[src/rtl/rt_pkg.sv]
// Shared constants of the reload timer: register addresses and bit positions.
// Assumes a two-bit register address and a data word of at least 6 bits.
package rt_pkg;
    localparam logic [1:0] ADDR_CTRL   = 2'd0;
    localparam logic [1:0] ADDR_STAT   = 2'd1;
    localparam logic [1:0] ADDR_PERIOD = 2'd2;
    localparam logic [1:0] ADDR_COUNT  = 2'd3;

    // control word bit positions
    localparam int CB_RUN    = 0;
    localparam int CB_START  = 1;
    localparam int CB_ONCE   = 2;
    localparam int CB_ERISE  = 3;
    localparam int CB_EFALL  = 4;

    // status word bit positions
    localparam int SB_UDF    = 0;
    localparam int SB_TRG    = 1;
    localparam int SB_UDF_IE = 2;
    localparam int SB_TRG_IE = 3;

    typedef enum logic [1:0] {
        EDGE_NONE = 2'b00,
        EDGE_RISE = 2'b01,
        EDGE_FALL = 2'b10,
        EDGE_BOTH = 2'b11
    } edge_sel_t;
endpackage

[src/rtl/rt_regs.sv]
// Register file of the reload timer: control, status and period registers,
// plus the read mux. It produces the next run state so the counter can react
// to a stop in the same cycle as the write. Assumes single-cycle write strobes.
module rt_regs
    import rt_pkg::*;
#(
    parameter int CNT_W = 16
) (
    input  logic             clk,
    input  logic             rst_n,
    input  logic             bus_wr,
    input  logic [1:0]       bus_addr,
    input  logic [CNT_W-1:0] bus_wdata,
    output logic [CNT_W-1:0] bus_rdata,
    input  logic             udf_set,
    input  logic             trg_set,
    input  logic [CNT_W-1:0] count_q,
    output logic             run_q,
    output logic             run_nxt,
    output logic             sw_start,
    output logic             once_q,
    output edge_sel_t        edge_q,
    output logic [CNT_W-1:0] period_q,
    output logic             udf_flag,
    output logic             trg_flag,
    output logic             udf_ie,
    output logic             trg_ie
);
    logic ctrl_wr, stat_wr, period_wr, mode_wr;

    // decode the write strobe per register
    always_comb begin
        ctrl_wr   = bus_wr && (bus_addr == ADDR_CTRL);
        stat_wr   = bus_wr && (bus_addr == ADDR_STAT);
        period_wr = bus_wr && (bus_addr == ADDR_PERIOD);
        mode_wr   = ctrl_wr && !run_q;
        run_nxt   = ctrl_wr ? bus_wdata[CB_RUN] : run_q;
        sw_start  = ctrl_wr && bus_wdata[CB_RUN] && bus_wdata[CB_START];
    end

    // control register: run bit always writable, mode fields only while stopped
    always_ff @(posedge clk) begin
        if (!rst_n) begin
            run_q  <= 1'b0;
            once_q <= 1'b0;
            edge_q <= EDGE_NONE;
        end else begin
            run_q <= run_nxt;
            if (mode_wr) begin
                once_q <= bus_wdata[CB_ONCE];
                edge_q <= edge_sel_t'({bus_wdata[CB_EFALL], bus_wdata[CB_ERISE]});
            end
        end
    end

    // period register
    always_ff @(posedge clk) begin
        if (!rst_n) begin
            period_q <= '0;
        end else if (period_wr) begin
            period_q <= bus_wdata;
        end
    end

    // status flags: write 0 clears, write 1 keeps, hardware set has priority
    always_ff @(posedge clk) begin
        if (!rst_n) begin
            udf_flag <= 1'b0;
            trg_flag <= 1'b0;
            udf_ie   <= 1'b0;
            trg_ie   <= 1'b0;
        end else begin
            udf_flag <= (udf_flag && !(stat_wr && !bus_wdata[SB_UDF])) || udf_set;
            trg_flag <= (trg_flag && !(stat_wr && !bus_wdata[SB_TRG])) || trg_set;
            if (stat_wr) begin
                udf_ie <= bus_wdata[SB_UDF_IE];
                trg_ie <= bus_wdata[SB_TRG_IE];
            end
        end
    end

    // read mux; the start bit always reads back as zero
    always_comb begin
        bus_rdata = '0;
        unique case (bus_addr)
            ADDR_CTRL: begin
                bus_rdata[CB_RUN]   = run_q;
                bus_rdata[CB_ONCE]  = once_q;
                bus_rdata[CB_ERISE] = edge_q[0];
                bus_rdata[CB_EFALL] = edge_q[1];
            end
            ADDR_STAT: begin
                bus_rdata[SB_UDF]    = udf_flag;
                bus_rdata[SB_TRG]    = trg_flag;
                bus_rdata[SB_UDF_IE] = udf_ie;
                bus_rdata[SB_TRG_IE] = trg_ie;
            end
            ADDR_PERIOD: bus_rdata = period_q;
            ADDR_COUNT:  bus_rdata = count_q;
            default:     bus_rdata = '0;
        endcase
    end
endmodule

[src/rtl/rt_trig.sv]
// Trigger unit: synchronises the external trigger, detects the selected
// edges, merges them with the software start and keeps the one-cycle pending
// load request. Assumes ext_trig is asynchronous to clk.
module rt_trig
    import rt_pkg::*;
#(
    parameter int EXT_SYNC = 2
) (
    input  logic      clk,
    input  logic      rst_n,
    input  logic      ext_trig,
    input  edge_sel_t edge_q,
    input  logic      run_q,
    input  logic      run_nxt,
    input  logic      sw_start,
    output logic      accept,
    output logic      pend_q
);
    logic ext_s, ext_prev, ext_hit;

    // optional synchroniser chain selected by EXT_SYNC
    generate
        if (EXT_SYNC == 0) begin : g_nosync
            assign ext_s = ext_trig;
        end else begin : g_sync
            logic [EXT_SYNC-1:0] chain;
            // shift the external level through the synchroniser
            always_ff @(posedge clk) begin
                if (!rst_n) chain <= '0;
                else        chain <= {chain[EXT_SYNC-2+((EXT_SYNC==1)?1:0):0], ext_trig};
            end
            assign ext_s = chain[EXT_SYNC-1];
        end
    endgenerate

    // remember the previous synchronised level for edge detection
    always_ff @(posedge clk) begin
        if (!rst_n) ext_prev <= 1'b0;
        else        ext_prev <= ext_s;
    end

    // edge qualification and trigger acceptance
    always_comb begin
        ext_hit = run_q && ((edge_q[0] && ext_s && !ext_prev) ||
                            (edge_q[1] && !ext_s && ext_prev));
        accept  = run_nxt && (sw_start || ext_hit);
    end

    // pending load request, one cycle after acceptance
    always_ff @(posedge clk) begin
        if (!rst_n) pend_q <= 1'b0;
        else        pend_q <= accept;
    end
endmodule

[src/rtl/rt_count.sv]
// Down counter: loads the period on a pending request, decrements on each
// count enable while active, flags underflow and reloads or stops by mode.
// Assumes run_nxt already reflects a same-cycle stop write.
module rt_count #(
    parameter int CNT_W = 16
) (
    input  logic             clk,
    input  logic             rst_n,
    input  logic             run_nxt,
    input  logic             load,
    input  logic             cnt_en,
    input  logic             once,
    input  logic [CNT_W-1:0] period,
    output logic [CNT_W-1:0] count_q,
    output logic             active_q,
    output logic             udf_set
);
    logic step, at_zero;

    // qualify a counting step and an underflow
    always_comb begin
        step    = run_nxt && !load && active_q && cnt_en;
        at_zero = (count_q == '0);
        udf_set = step && at_zero;
    end

    // counter and active state
    always_ff @(posedge clk) begin
        if (!rst_n) begin
            count_q  <= '0;
            active_q <= 1'b0;
        end else if (!run_nxt) begin
            active_q <= 1'b0;
        end else if (load) begin
            count_q  <= period;
            active_q <= 1'b1;
        end else if (udf_set) begin
            if (once) begin
                active_q <= 1'b0;
            end else begin
                count_q <= period;
            end
        end else if (step) begin
            count_q <= count_q - 1'b1;
        end
    end
endmodule

[src/rtl/rt_reload_timer.sv]
// Top of the triggered reload timer: wires the register file, trigger unit
// and down counter, and forms the two interrupt lines.
// Assumes CNT_W >= 6 so the control and status fields fit the data word.
module rt_reload_timer
    import rt_pkg::*;
#(
    parameter int CNT_W    = 16,
    parameter int EXT_SYNC = 2
) (
    input  logic             clk,
    input  logic             rst_n,
    input  logic             cnt_en,
    input  logic             ext_trig,
    input  logic             bus_wr,
    input  logic [1:0]       bus_addr,
    input  logic [CNT_W-1:0] bus_wdata,
    output logic [CNT_W-1:0] bus_rdata,
    output logic             irq_udf,
    output logic             irq_trg
);
    logic             run_q, run_nxt, sw_start, once_q;
    edge_sel_t        edge_q;
    logic [CNT_W-1:0] period_q, count_q;
    logic             udf_flag, trg_flag, udf_ie, trg_ie;
    logic             accept, pend_q, active_q, udf_set;

    rt_regs #(.CNT_W(CNT_W)) i_regs (
        .clk(clk), .rst_n(rst_n), .bus_wr(bus_wr), .bus_addr(bus_addr),
        .bus_wdata(bus_wdata), .bus_rdata(bus_rdata), .udf_set(udf_set),
        .trg_set(accept), .count_q(count_q), .run_q(run_q), .run_nxt(run_nxt),
        .sw_start(sw_start), .once_q(once_q), .edge_q(edge_q),
        .period_q(period_q), .udf_flag(udf_flag), .trg_flag(trg_flag),
        .udf_ie(udf_ie), .trg_ie(trg_ie)
    );

    rt_trig #(.EXT_SYNC(EXT_SYNC)) i_trig (
        .clk(clk), .rst_n(rst_n), .ext_trig(ext_trig), .edge_q(edge_q),
        .run_q(run_q), .run_nxt(run_nxt), .sw_start(sw_start),
        .accept(accept), .pend_q(pend_q)
    );

    rt_count #(.CNT_W(CNT_W)) i_count (
        .clk(clk), .rst_n(rst_n), .run_nxt(run_nxt), .load(pend_q),
        .cnt_en(cnt_en), .once(once_q), .period(period_q),
        .count_q(count_q), .active_q(active_q), .udf_set(udf_set)
    );

    // interrupt lines gated by their enables
    always_comb begin
        irq_udf = udf_flag && udf_ie;
        irq_trg = trg_flag && trg_ie;
    end
endmodule

[config.mk]
export PLATFORM = sky130hd
export DESIGN_NAME = rt_reload_timer
export DESIGN_NICKNAME = d
export VERILOG_FILES = /design/src/rtl/rt_pkg.sv /design/src/rtl/rt_regs.sv /design/src/rtl/rt_trig.sv /design/src/rtl/rt_count.sv /design/src/rtl/rt_reload_timer.sv
export SDC_FILE = /design/constraint.sdc
export NUM_CORES = 1
export LEC_CHECK = 0
export CAP_MARGIN = 10
export CORE_ASPECT_RATIO = 1.2
export CORE_UTILIZATION = 60
export CTS_BUF_LIST = sky130_fd_sc_hd__clkbuf_4 sky130_fd_sc_hd__clkbuf_8 sky130_fd_sc_hd__clkbuf_16
export DETAILED_ROUTE_END_ITERATION = 16
export DONT_BUFFER_PORTS = 1
export PLACE_DENSITY = 0.76
export SYNTH_ARGS = -nofsm -noshare
export SYNTH_HDL_FRONTEND = slang
export SYNTH_SLANG_ARGS = --single-unit
[constraint.sdc]
create_clock -name clk -period 3.4 [get_ports clk]
set_input_delay 0.68 -clock clk [delete_from_list [all_inputs] [get_ports clk]]
set_output_delay 0.68 -clock clk [all_outputs]
set_load 0.02 [all_outputs]
-- Yosys cells after proc, flatten, opt, wreduce, memory -nomap -nowiden
Cells that the tools add are included.
- flip-flop bits (word level): 45
- bits of input ports: 23
- output and inout port bits: 18
- word-level logic and storage cells: 73
- add/sub/neg operators: 1
- eq/ne operators: 4
- muxes and demuxes: 13
- reductions and logical operators: 42
- operator list (operator ; number):
    2-to-1 mux 16 bit ; 4
    logical AND 1 bit ; 22
    case mux 11 bit (2 select lines) ; 1
    zero test 16 bit ; 1
    subtractor 16 x 1 -> 16 bit (second input constant) ; 1
    zero test 1 bit ; 8
    case mux 2 bit (4 select lines) ; 1
    case mux 1 bit (3 select lines) ; 2
    == test 2 bit (second input constant) ; 2
    logical OR 1 bit ; 4
    2-to-1 mux 1 bit ; 4
    case mux 1 bit (4 select lines) ; 1
    AND reduction 2 bit ; 2
    nonzero test 2 bit ; 2
    != test 3 x 2 -> 1 bit (second input constant) ; 1
    AND reduction 3 bit ; 1
    nonzero test 3 bit ; 1
    == test 2 x 1 -> 1 bit (second input constant) ; 1
    zero test 2 bit ; 1

-- Depth between registers and ports, before layout
Gate-level depths: netlist (run 1).
- depth after elaboration: 9
- mapped depth: 10
- depth with buffers taken out: 7

-- Hierarchy
From an unflattened synthesis (run 1), not the netlist that was laid out.
- cells, all modules: 306
- area total of the unflattened synthesis: 2687.6 µm²
- modules (own cells, without submodules) (module ; instances ; cells each ; area each (µm²) ; sequential area each (µm²)):
    rt_regs ; 1 ; 138 ; 1276.2 ; 480.5
    rt_count ; 1 ; 152 ; 1257.5 ; 340.3
    rt_trig ; 1 ; 14 ; 141.4 ; 80.1
    rt_reload_timer ; 1 ; 2 ; 12.5 ; 0.0

-- Least setup slack after synthesis (run 1)
Ideal clock, no wire load.
- path type: in2out
- start: input port bus_addr[0]
- end: output port bus_rdata[12]
- data arrival time: 1.955 ns
- required time: 2.720 ns
- slack: 0.765 ns
- stages on the path: 4
- buffers on the path: 2
- path through: clkbuf_1 buf_1 mux2i_1 nor2b_1
- cells in the longest elaborated chain, start to end: 2
- elaborated cells between the ends (all ways): 3
- those cells by class: eq/ne: 2; mux: 1
- RTL lines (element ; RTL line ; source):
    start: declaration ; rt_reload_timer.sv:15 ; input logic [1:0] bus_addr,
    == test 2 bit ; rt_regs.sv:85 ; unique case (bus_addr)
    case mux 11 bit (2 select lines) (*) ; rt_regs.sv:85 ;
    end: declaration ; rt_reload_timer.sv:17 ; output logic [CNT_W-1:0] bus_rdata,
Every way passes the cells marked *; elsewhere a longest branch is shown, timed or not.

-- Final worst setup path (run 1)
- start: register i_count.count_q[0]
- end: register i_count.count_q[15]
- cells in the longest elaborated chain, start to end: 4
- elaborated cells between the ends (all ways): 9
- those cells by class: add/sub: 1; eq/ne: 1; mux: 3; reduce/logical: 4
- RTL lines (element ; RTL line ; source):
    start: declaration ; rt_count.sv:14 ; output logic [CNT_W-1:0] count_q,
    start signal: assignment ; rt_count.sv:35 ; count_q <= period;
    start signal: assignment ; rt_count.sv:41 ; count_q <= period;
    start signal: assignment ; rt_count.sv:44 ; count_q <= count_q - 1'b1;
    subtractor 16 x 1 -> 16 bit or zero test 16 bit (tied branches) ; rt_count.sv:44, rt_count.sv:23 ;
    2-to-1 mux 16 bit or logical AND 1 bit (tied branches) ; rt_count.sv:43, rt_count.sv:24 ;
    2-to-1 mux 16 bit, or another cell as far along ; rt_count.sv:37 ; end else if (udf_set) begin
    2-to-1 mux 16 bit or AND reduction 3 bit (tied branches) ; n/a ;
Several ways; a longest one is shown, not always the timed one. The select of a mux whose other input is x is not followed.
A chain may end at the register's enable or synchronous reset.

==> impl_metrics.py, run 1 <==
metrics = {
    "timing": {
        "worst_pin_slew_ns": 1.02,
        "setup_total_negative_slack_ns": 0,
        "final.setup_skew_ns": 0.00994,
        "finalMaxSlewViolations": 0,
        "min_cycle_time_layout_ns": 2.56,
        "hold_slack_ns": 0.467,
        "timing.final.setup_violations": 0,
        "relSlewSlack_pct": 32.2,
        "max_clock_freq_mhz": 390,
        "final_number_of_hold_violating_endpoints": 0,
        "finalCritPeriodShare_pct": 75.3,
        "worst_slack_ns": 0.839,
        "rsz_0062_raised_after_global_routing": "false",
    },
    "pwr": {
        "vdd_drop_max_mv": 0.271,
        "p_per_area_nw_per_um2": 371,
        "power_leakage_nw": 0.960,
    },
    "global_route": {
        "grt_util_met2_pct": 50.5,
        "first_global_vias": 2076,
        "wire_length_of_the_first_global_routing_pass_mm": 10.1,
        "grt_overflow": 0,
        "total_global_routing_track_utilization_pct": 30.9,
        "grt_start_max_net_pins": 33,
        "met3_usage_pct": 6.74,
        "number_of_antenna_violations_at_the_first_check_in_global_routing": 0,
        "grt_most_used_layer": "met2",
        "fraction_of_met1_tracks_used_by_global_routing_pct": 38.1,
    },
    "critical_path": {
        "reg2regPathDepth": 7,
        "cp_slowest_cell": "sky130_fd_sc_hd__or4_1",
        "crit_path_max_fanout": 19,
        "regToRegStartpoint": "i_count.count_q[0]",
        "critPathLaunchType": "flop",
        "regToRegSetupSlack_ns": 0.84,
        "worst_ep_required_time_ns": 3.65,
        "critical-path-max-stage-delay_ns": 0.61,
        "crit_path_kind": "reg -> reg",
        "worst-endpoint-arrival_ns": 2.81,
        "crit_path_cell_trace": "inv_1 -> ha_1 -> nor2b_1 -> and4_1 -> a311o_1 -> or4_1 -> nand4_1",
        "regToRegEndpoint": "i_count.count_q[15]",
        "cp-end-kind": "flop",
    },
    "route": {
        "drt_wl_total_mm": 6.11,
        "vias_per_cell": 6.34,
        "final_antenna_net_count": 0,
        "num_vias": 2220,
        "wl_per_cell_um": 17.4,
        "drcViolationCount": 0,
        "dr.pass1.iters": 4,
        "detail_route.iter0.violations": 139,
    },
    "final_layout": {
        "finish.net_count": 319,
        "n_antenna_cell": 0,
        "post-route-util_pct": 64.6,
        "area_growth_pct": 2.86,
        "final_layout_size_suffix_gt1_share_pct": 8.78,
    },
    "yosys": {
        "seq_area_frac_synth_pct": 36.1,
        "gate_count_after_technology_mapping": 306,
        "synthesis.yosys.warnings": 0,
        "synthAdderAreaFrac_pct": 0.502,
        "syn-mean-instance-area_sq_um": 8.15,
        "synth_top_flop_cell": "sky130_fd_sc_hd__dfxtp_1",
        "yosys.area_share.xor_xnor_pct": 0.351,
        "synthesis.area_sq_um": 2490,
        "edff_count_synth": 0,
        "compound_gate_portion_of_the_synthesized_area_pct": 17.6,
        "synthDistinctLibCells": 54,
        "synth-seq-cells": 45,
        "yosys.area_share.simple_pct": 29.0,
        "synth_top_family_by_area": "simple AND/OR/NAND/NOR gates",
        "synth_fp_nets": 330,
        "synthArstFlopShare_pct": 0,
        "multiplexer_share_of_the_synthesized_area_pct": 11.4,
    },
    "floorplanning": {
        "floorplan.initialDensity_pct": 62.8,
        "die_height_um": 72.6,
        "die-width_um": 60.9,
        "core_area_sq_um": 3970,
        "die-area_sq_um": 4420,
        "boundaryPins": 41,
        "num_rows": 25,
    },
    "hold_path": {
        "worst_hold_path_type": "reg -> reg",
        "whs_endpoint": "i_trig.g_sync.chain[1]",
        "hold_path.startpoint": "i_trig.g_sync.chain[0]",
        "holdPathStages": 1,
    },
    "flow_run": {
        "timing.max_cap.violations": 0,
    },
    "cts": {
        "cts.htree.levels": 2,
        "cts_tree": "built",
        "post-cts-setup-buffer-count": 0,
        "cts-resized-gates": 0,
        "postCtsHoldBufs": 0,
        "cts_inserted_buffers": 5,
        "clock_transition_at_the_registers_of_the_reported_paths_ns": 0.09,
        "cts_root_buf": "sky130_fd_sc_hd__clkbuf_8",
        "clk_latency_ns": 0.30,
        "cts_max_path_buffers": 2,
        "clock_sink_count": 45,
    },
    "placed_design": {
        "half_perimeter_wire_length_after_placement_mm": 4.29,
        "dp_slack_ns": 0.732,
        "buffer_ports.inserted": 0,
        "gpl.final_weighted_congestion": 0.843,
    },
    "status": {
        "outcome": "complete, no violations",
    },
}
==> where the power goes <==
part	internal (mW)	leakage [nW]	switching (mW)
clock network	0.151	0.0484	0.183
logic	0.0295	0.547	0.0411
registers	0.538	0.365	0.0102
total	0.718	0.960	0.235
==> worst max-delay path by stage <==
| stage | from | endpoint | slack [ns] | depth (start not counted) |
|---|---|---|---|---|
| 6_report | i_count.count_q[0] | i_count.count_q[15] | 0.84 | 7 |
| 4_1_cts | i_count.count_q[0] | i_count.count_q[15] | 0.86 | 7 |
| 5_1_grt | i_count.count_q[0] | i_count.count_q[14] | 0.68 | 7 |
| 3_3_place_gp | bus_addr[0] | i_count.count_q[15] | 0.79 | 5 |
| 2_1_floorplan | bus_addr[0] | bus_rdata[12] | 0.76 | 4 |
| 3_5_place_dp | bus_addr[0] | i_count.count_q[15] | 0.73 | 5 |
==> critical path: cells and delay by family (launching register included) <==
| kind | cells | cell delay, ns |
|---|---|---|
| simple gates | 4 | 1.15 |
| compound gates | 1 | 0.60 |
| fa+ha+maj | 1 | 0.24 |
| buf+inv | 1 | 0.09 |
| flops | 1 | 0.42 |
==> stage by stage <==
step	std cells	total power, mW	cell area (sq um)
floorplan	306	0.629	2490
global placement	342	0.630	2480
detailed placement	342	0.631	2480
CTS	350	0.956	2570
global route	350	0.987	2570
finish	350	0.953	2570
==> synth_stat cells, types with 2 or more instances <==
library cell               number  area, sq um
sky130_fd_sc_hd__a32oi_1        2         17.5
sky130_fd_sc_hd__o22ai_1        5         31.3
sky130_fd_sc_hd__dfxtp_1       45          901
sky130_fd_sc_hd__and2_1         6         37.5
sky130_fd_sc_hd__o221ai_1       2         17.5
sky130_fd_sc_hd__clkbuf_1      13         48.8
sky130_fd_sc_hd__nor3_1        15         75.1
sky130_fd_sc_hd__or3_1          7         43.8
sky130_fd_sc_hd__nor4_1         4         25.0
sky130_fd_sc_hd__nor2_1        20         75.1
sky130_fd_sc_hd__mux4_2         3         67.6
sky130_fd_sc_hd__a22oi_1        3         22.5
sky130_fd_sc_hd__nand3b_1       2         15.0
sky130_fd_sc_hd__a21oi_1       26          130
sky130_fd_sc_hd__nand3_1        9         45.0
sky130_fd_sc_hd__buf_6          2         22.5
sky130_fd_sc_hd__inv_1          6         22.5
sky130_fd_sc_hd__or4_1          2         15.0
sky130_fd_sc_hd__a31oi_1        2         12.5
sky130_fd_sc_hd__nand2_1       47          176
sky130_fd_sc_hd__nand4_1        5         31.3
sky130_fd_sc_hd__and4_1         3         26.3
sky130_fd_sc_hd__o211ai_1       4         30.0
sky130_fd_sc_hd__mux2i_1       19          190
sky130_fd_sc_hd__buf_2          3         15.0
sky130_fd_sc_hd__o32ai_1        2         17.5
sky130_fd_sc_hd__nor2b_1       13         81.3
sky130_fd_sc_hd__a211oi_1       2         15.0
sky130_fd_sc_hd__o21ai_0        7         35.0
sky130_fd_sc_hd__or2_2          2         12.5
sky130_fd_sc_hd__buf_4          2         15.0
==> kinds of logic (layout without fill, tap and decap cells) <==
kind of cell             after synthesis  in the layout
flip-flops                            45             45
AND/OR/NAND/NOR                      142            142
AO/OA/AOI/OAI                         66             66
multiplexers                          24             24
buffers and inverters                 27             17
adder cells (fa/ha/maj)                1              1
XOR/XNOR                               1              1
==> placed cells by master (no fill, tap or decap), types with 7 or more instances in the layout <==
| master | n |
|---|---|
| sky130_fd_sc_hd__nor2b_1 | 13 |
| sky130_fd_sc_hd__a21oi_1 | 26 |
| sky130_fd_sc_hd__or3_1 | 7 |
| sky130_fd_sc_hd__nand2_1 | 47 |
| sky130_fd_sc_hd__nor3_1 | 15 |
| sky130_fd_sc_hd__mux2i_1 | 19 |
| sky130_fd_sc_hd__nor2_1 | 20 |
| sky130_fd_sc_hd__o21ai_0 | 7 |
| sky130_fd_sc_hd__dfxtp_1 | 45 |
| sky130_fd_sc_hd__nand3_1 | 9 |
==> sequential cells by signal, indices dropped and copies added, names as in the netlist, 2 cells and up <==
name and count:
i_regs.edge_q 2, i_count.count_q 16, i_trig.g_sync.chain 2, i_regs.period_q 16
==> final cells by class <==
class,count,area (sq um)
Clock buffer,6,76.3
Clock inverter,2,10.0
Fill cell,377,1410
Inverter,6,22.5
Multi-Input combinational cell,234,1470
Sequential cell,45,901
Tap cell,54,67.6
Timing Repair Buffer,3,22.5
==> metal layers <==
metal,up-vias,part of all wire (%)
li1,1085,-
met5,-,0
met1,1042,43
met3,15,5.6
met4,0,2.4
met2,78,48
(Power assumes the default switching activity.)
==> run 2: changes to the inputs <==
==> constraint.sdc (replaced) <==
create_clock -name clk -period 2.6 [get_ports clk]
set_input_delay 0.52 -clock clk [delete_from_list [all_inputs] [get_ports clk]]
set_output_delay 0.52 -clock clk [all_outputs]
set_load 0.02 [all_outputs]
==> run 2 against run 1 <==
  * Combinational power increased by 38%
  * Fmax increased by 7.5%
  * Sequential cell count unchanged
  * Non-clock buffer count rose by 7
  * Cell area up 3.2%
  * Die area did not move
  * Routed wire length rose by 7.2%
  * Power rose by 43%
  * Sequential power rose by 31%
  * Critical path type unchanged
==> impl_metrics.py, run 2 (synthesized netlist as in run 1, its figures left out) <==
metrics = {
    "status": {
        "outcome": "complete, no violations",
    },
    "placed_design": {
        "half_perimeter_wire_length_after_placement_mm": 4.42,
        "gpl.final_weighted_congestion": 0.905,
        "dp_slack_ns": 0.162,
        "buffer_ports.inserted": 0,
    },
    "timing": {
        "final.setup_skew_ns": 0.00400,
        "finalMaxSlewViolations": 0,
        "worst_slack_ns": 0.217,
        "final_number_of_hold_violating_endpoints": 0,
        "finalCritPeriodShare_pct": 91.7,
        "timing.final.setup_violations": 0,
        "relSlewSlack_pct": 42.3,
        "worst_pin_slew_ns": 0.864,
        "setup_total_negative_slack_ns": 0,
        "min_cycle_time_layout_ns": 2.38,
        "hold_slack_ns": 0.340,
        "max_clock_freq_mhz": 420,
        "rsz_0062_raised_after_global_routing": "false",
    },
    "route": {
        "wl_per_cell_um": 18.3,
        "vias_per_cell": 6.55,
        "drt_wl_total_mm": 6.54,
        "detail_route.iter0.violations": 199,
        "num_vias": 2340,
        "final_antenna_net_count": 0,
        "dr.pass1.iters": 5,
        "drcViolationCount": 0,
    },
    "cts": {
        "clock_transition_at_the_registers_of_the_reported_paths_ns": 0.09,
        "post-cts-setup-buffer-count": 0,
        "postCtsHoldBufs": 0,
        "clk_latency_ns": 0.30,
        "cts-resized-gates": 0,
        "clock_sink_count": 45,
        "cts_inserted_buffers": 5,
        "cts_tree": "built",
        "cts_max_path_buffers": 2,
        "cts.htree.levels": 2,
        "cts_root_buf": "sky130_fd_sc_hd__clkbuf_8",
    },
    "critical_path": {
        "regToRegEndpoint": "i_count.count_q[15]",
        "critical-path-max-stage-delay_ns": 0.58,
        "crit_path_cell_trace": "inv_1 -> ha_1 -> nor2b_1 -> and4_1 -> a311o_1 -> or4_1 -> nand4_1",
        "reg2regPathDepth": 7,
        "crit_path_kind": "reg -> reg",
        "regToRegStartpoint": "i_count.count_q[0]",
        "critPathBufInv": 1,
        "cp-startpoint": "i_count.count_q[0]",
        "path_delay_family": "simple AND/OR/NAND/NOR gates",
        "regToRegSetupSlack_ns": 0.22,
        "crit_path_max_fanout": 13,
        "critPathLaunchType": "flop",
        "cell_count_along_the_critical_path": 7,
        "crit_end": "i_count.count_q[15]",
        "worst_ep_required_time_ns": 2.85,
        "cp-end-kind": "flop",
        "worst-endpoint-arrival_ns": 2.63,
        "cp_slowest_cell": "sky130_fd_sc_hd__or4_1",
    },
    "final_layout": {
        "top_library_cells_by_usage_in_the_layout_fill_and_taps_aside": "sky130_fd_sc_hd__nand2_1 (47), sky130_fd_sc_hd__dfxtp_1 (45), sky130_fd_sc_hd__a21oi_1 (26), sky130_fd_sc_hd__nor2_1 (20), sky130_fd_sc_hd__mux2i_1 (19)",
        "finish.net_count": 326,
        "largest_registers": "i_count.count_q (16), i_regs.period_q (16)",
        "area_growth_pct": 6.12,
        "final_layout_size_suffix_gt1_share_pct": 10.9,
        "n_antenna_cell": 0,
        "num-fill-cells": 363,
        "layout.cells.most_common": "sky130_fd_sc_hd__nand2_1",
    },
    "global_route": {
        "wire_length_of_the_first_global_routing_pass_mm": 10.3,
        "grt_overflow": 0,
        "number_of_antenna_violations_at_the_first_check_in_global_routing": 0,
        "grt_start_max_net_pins": 26,
        "first_global_vias": 2105,
        "total_global_routing_track_utilization_pct": 31.2,
    },
    "flow_run": {
        "timing.max_cap.violations": 0,
    },
    "pwr": {
        "vdd_drop_max_mv": 0.525,
        "p_per_area_nw_per_um2": 514,
        "power_leakage_nw": 0.997,
    },
    "floorplanning": {
        "core_area_sq_um": 3970,
        "num_rows": 25,
        "die-area_sq_um": 4420,
        "boundaryPins": 41,
        "die_height_um": 72.6,
        "die-width_um": 60.9,
        "floorplan.initialDensity_pct": 62.8,
    },
    "hold_path": {
        "worst_hold_path_type": "in -> reg",
    },
}
==> run 2: metal layers <==
metal / routed length, um / part of all wire, % / vias to the layer above / track usage [%]
li1: - / - / 1098 / -
met5: 0 / 0 / - / 0
met4: 208 / 3.2 / 0 / 17.7
met2: 3160 / 48 / 113 / 48.7
met3: 387 / 5.9 / 24 / 4.08
met1: 2790 / 43 / 1105 / 40.9
==> run 2: worst reg2reg max path: cells and delay by family (launching register included) <==
kind,cells,cell delay (ns)
simple gates,4,1.06
compound gates,1,0.52
flops,1,0.41
fa+ha+maj,1,0.24
buf+inv,1,0.10
==> run 2: worst min path at each step <==
stage | slack, ns | startpoint | end | cells past startpoint
floorplan | 0.41 | i_trig.g_sync.chain[0] | i_trig.g_sync.chain[1] | 1
global placement | 0.43 | i_trig.g_sync.chain[0] | i_trig.g_sync.chain[1] | 1
detailed placement | 0.42 | i_trig.g_sync.chain[0] | i_trig.g_sync.chain[1] | 1
CTS | 0.33 | rst_n | i_trig.g_sync.chain[1] | 1
global route | 0.33 | rst_n | i_trig.g_sync.chain[0] | 1
finish | 0.34 | ext_trig | i_trig.g_sync.chain[0] | 1
==> run 2: cell type report <==
class / count / area, sq um / share of cell area [%]
repair buffers: 10 / 75.1 / 2.84
well taps: 54 / 67.6 / 2.55
multi-input cells: 234 / 1470 / 55.4
inverters: 6 / 22.5 / 0.851
clock buffers: 5 / 68.8 / 2.60
clock inverters: 3 / 46.3 / 1.75
flip-flops and latches: 45 / 901 / 34.0
==> run 2: power breakdown <==
group	internal, mW	switching [mW]	leakage, nW	total, mW
sequential	0.704	0.0135	0.365	0.717
combinational	0.0414	0.0563	0.578	0.0977
clock	0.288	0.258	0.0543	0.546
==> run 2: through the flow <==
stage,std cells,total power [mW],area [sq um],util (%)
after floorplan,306,0.822,2490,-
after global placement,349,0.827,2530,63.7
after detailed placement,349,0.829,2530,63.7
after CTS,357,1.37,2650,66.6
after global routing,357,1.40,2650,66.6
final,357,1.36,2650,66.6
==> run 3: changes to the inputs <==
--- a/config.mk
+++ b/config.mk
@@ -7,11 +7,11 @@
 export LEC_CHECK = 0
 export CAP_MARGIN = 10
 export CORE_ASPECT_RATIO = 1.2
-export CORE_UTILIZATION = 60
+export CORE_UTILIZATION = 45
 export CTS_BUF_LIST = sky130_fd_sc_hd__clkbuf_4 sky130_fd_sc_hd__clkbuf_8 sky130_fd_sc_hd__clkbuf_16
+export CTS_CLUSTER_DIAMETER = 60
 export DETAILED_ROUTE_END_ITERATION = 16
 export DONT_BUFFER_PORTS = 1
-export PLACE_DENSITY = 0.76
 export SYNTH_ARGS = -nofsm -noshare
 export SYNTH_HDL_FRONTEND = slang
 export SYNTH_SLANG_ARGS = --single-unit
==> constraint.sdc (replaced) <==
create_clock -name clk -period 2 [get_ports clk]
set_input_delay 0.4 -clock clk [delete_from_list [all_inputs] [get_ports clk]]
set_output_delay 0.4 -clock clk [all_outputs]
set_load 0.02 [all_outputs]
==> run 3 against run 2 <==
  * The flow now finishes with violations (negative setup slack)
  * Sequential cell count is the same
  * First-iteration DRC count decreased by 25%
  * Cell count increased by 13%
  * Combinational power up 55%
  * Power increased by 25%
  * Fmax increased by 19%
  * Core utilization shrank 9.4 points
  * Clock-buffer cell count is the same
  * Critical endpoint unchanged
  * Largest cell class unchanged
  * Setup slack lost 0.23 ns
  * Hold slack lost 0.13 ns
  * Register-to-register slack worse by 0.23 ns
  * Clock power increased by 13%
==> impl_metrics.py, run 3 (synthesized netlist as in run 1, its figures left out) <==
metrics = {
    "status": {
        "outcome": "finished with violations",
        "failed_checks": "negative setup slack",
    },
    "pwr": {
        "power.sequential.fraction_pct": 54.9,
        "p_per_area_nw_per_um2": 560,
        "clkPwrFrac_pct": 36.2,
        "cellInternalPower_mw": 1.24,
        "switching_share_pct": 27.0,
        "vdd_drop_max_mv": 0.433,
        "power_leakage_nw": 1.20,
        "logic_gate_share_of_total_power_pct": 8.9,
        "p_sw_mw": 0.458,
    },
    "critical_path": {
        "critPathLaunchType": "flop",
        "regToRegEndpoint": "i_count.count_q[15]",
        "worst_ep_required_time_ns": 2.26,
        "cp-end-kind": "flop",
        "worst-endpoint-arrival_ns": 2.27,
        "crit_path_kind": "reg -> reg",
        "crit_path_max_fanout": 2,
        "regToRegStartpoint": "i_count.count_q[10]",
        "reg2regPathDepth": 5,
        "regToRegSetupSlack_ns": -0.009,
    },
    "global_route": {
        "grt_overflow": 0,
        "first_global_vias": 2253,
        "total_global_routing_track_utilization_pct": 24.8,
        "grt_start_max_net_pins": 24,
        "wire_length_of_the_first_global_routing_pass_mm": 11.4,
        "number_of_antenna_violations_at_the_first_check_in_global_routing": 0,
    },
    "floorplanning": {
        "die_height_um": 83.6,
        "die-area_sq_um": 5850,
        "boundaryPins": 41,
        "die-width_um": 70.0,
        "core_area_sq_um": 5300,
        "floorplan.initialDensity_pct": 47.1,
        "num_rows": 29,
    },
    "hold_path": {
        "worst_hold_path_type": "in -> reg",
        "holdPathStages": 2,
        "whs_endpoint": "i_regs.period_q[15]",
        "hold_path.startpoint": "bus_wdata[15]",
    },
    "timing": {
        "relSlewSlack_pct": 63.1,
        "setup_total_negative_slack_ns": -0.00854,
        "worst_slack_ns": -0.00854,
        "final.setup_skew_ns": 0.00575,
        "timing.final.setup_violations": 1,
        "min_cycle_time_layout_ns": 2.01,
        "final_number_of_hold_violating_endpoints": 0,
        "finalCritPeriodShare_pct": 100,
        "worst_pin_slew_ns": 0.553,
        "finalMaxSlewViolations": 0,
        "rsz_0062_raised_after_global_routing": "true",
        "max_clock_freq_mhz": 498,
    },
    "route": {
        "detail_route.iter0.violations": 149,
        "dr.pass1.iters": 4,
        "wl_per_cell_um": 17.5,
        "drcViolationCount": 0,
        "vias_per_cell": 5.88,
        "drt_wl_total_mm": 7.04,
        "num_vias": 2368,
        "final_antenna_net_count": 0,
    },
    "cts": {
        "cts.htree.levels": 2,
        "cts_inserted_buffers": 5,
        "clk_latency_ns": 0.31,
        "cts_root_buf": "sky130_fd_sc_hd__clkbuf_8",
        "clock_sink_count": 45,
        "postCtsHoldBufs": 0,
        "cts_max_path_buffers": 2,
        "clock_transition_at_the_registers_of_the_reported_paths_ns": 0.10,
        "cts_tree": "built",
    },
    "final_layout": {
        "n_antenna_cell": 0,
        "layout.cells.most_common": "sky130_fd_sc_hd__nand2_1",
        "top_library_cells_by_usage_in_the_layout_fill_and_taps_aside": "sky130_fd_sc_hd__nand2_1 (46), sky130_fd_sc_hd__buf_4 (44), sky130_fd_sc_hd__dfxtp_1 (41), sky130_fd_sc_hd__a21oi_1 (26)",
        "final_layout_size_suffix_gt1_share_pct": 26.1,
        "finish.net_count": 364,
        "largest_registers": "i_count.count_q (16), i_regs.period_q (16)",
        "post-route-util_pct": 57.3,
        "area_growth_pct": 21.6,
    },
    "placed_design": {
        "half_perimeter_wire_length_after_placement_mm": 5.13,
        "gpl.final_weighted_congestion": 0.891,
        "buffer_ports.inserted": 0,
    },
    "flow_run": {
        "timing.max_cap.violations": 0,
    },
}
[run 3: cell types whose count changed in the layout (fill, tap and decap cells not counted), moves of 2 or more]
cell	previous run	this run
sky130_fd_sc_hd__inv_6	0	2
sky130_fd_sc_hd__inv_1	6	4
sky130_fd_sc_hd__or3_4	0	3
sky130_fd_sc_hd__buf_4	10	44
sky130_fd_sc_hd__or3_1	7	4
sky130_fd_sc_hd__dfxtp_2	0	4
sky130_fd_sc_hd__buf_6	0	4
sky130_fd_sc_hd__dfxtp_1	45	41
sky130_fd_sc_hd__inv_2	0	2
[run 3: power groups by stage]
stage | sequential, mW | clock [mW] | combinational (mW)
final | 0.933 | 0.615 | 0.151
after global routing | 0.936 | 0.661 | 0.165
after CTS | 0.932 | 0.628 | 0.144
after detailed placement | 0.953 | 0 | 0.142
after global placement | 0.953 | 0 | 0.140
after floorplan | 0.947 | 0 | 0.122
[run 3: critical path, stage by stage (launching register included)]
cell,delay [ns]
sky130_fd_sc_hd__dfxtp_2,0.34
sky130_fd_sc_hd__or3_4,0.40
sky130_fd_sc_hd__or3_4,0.35
sky130_fd_sc_hd__or3_4,0.40
sky130_fd_sc_hd__or4_1,0.40
sky130_fd_sc_hd__nand4_1,0.08
[run 3: stage by stage]
stage / worst slack (ns) / hold WS [ns] / instance area [sq um] / std cells / total power, mW
after floorplan: -0.136 / 0.412 / 2500 / 306 / 1.07
after global placement: -0.0574 / 0.426 / 2800 / 390 / 1.09
after detailed placement: -0.0787 / 0.433 / 2800 / 390 / 1.09
after CTS: 0.000126 / 0.205 / 2920 / 399 / 1.70
after global routing: -0.0412 / 0.199 / 3030 / 403 / 1.76
final: -0.00854 / 0.207 / 3030 / 403 / 1.70
[run 3: layout make-up]
cell class | count | area (sq um)
fillers | 511 | 2260
multi-input cells | 234 | 1560
flip-flops and latches | 45 | 906
repair buffers | 48 | 375
well taps | 62 | 77.6
clock buffers | 5 | 68.8
clock inverters | 3 | 25.0
inverters | 6 | 22.5
[run 3: how the worst max path moves through the flow]
stage                     cells past startpoint                 from  slack, ns                   to
after floorplan                               7          bus_addr[0]      -0.14  i_count.count_q[15]
after global placement                        5          bus_addr[0]      -0.06  i_count.count_q[15]
final                                         5  i_count.count_q[10]     -0.009  i_count.count_q[15]
after CTS                                     7   i_count.count_q[0]     0.0001   i_count.count_q[8]
after detailed placement                      5          bus_addr[0]      -0.08  i_count.count_q[15]
after global routing                          5  i_count.count_q[10]      -0.04  i_count.count_q[15]
[run 3: routing by layer]
layer	vias up	GRT usage, %	wire length, um
met5	-	0	0
met4	0	10.0	189
met3	13	5.31	347
met2	59	40.8	3410
met1	1116	31.3	3090
li1	1180	-	-
[run 3: timing repair]
item / 4_1_cts / 5_1_grt
setup endpoints to repair: 7 / 16
setup buffers: 1 / 4
resized for setup: 6 / 21
pin swaps: 6 / 12
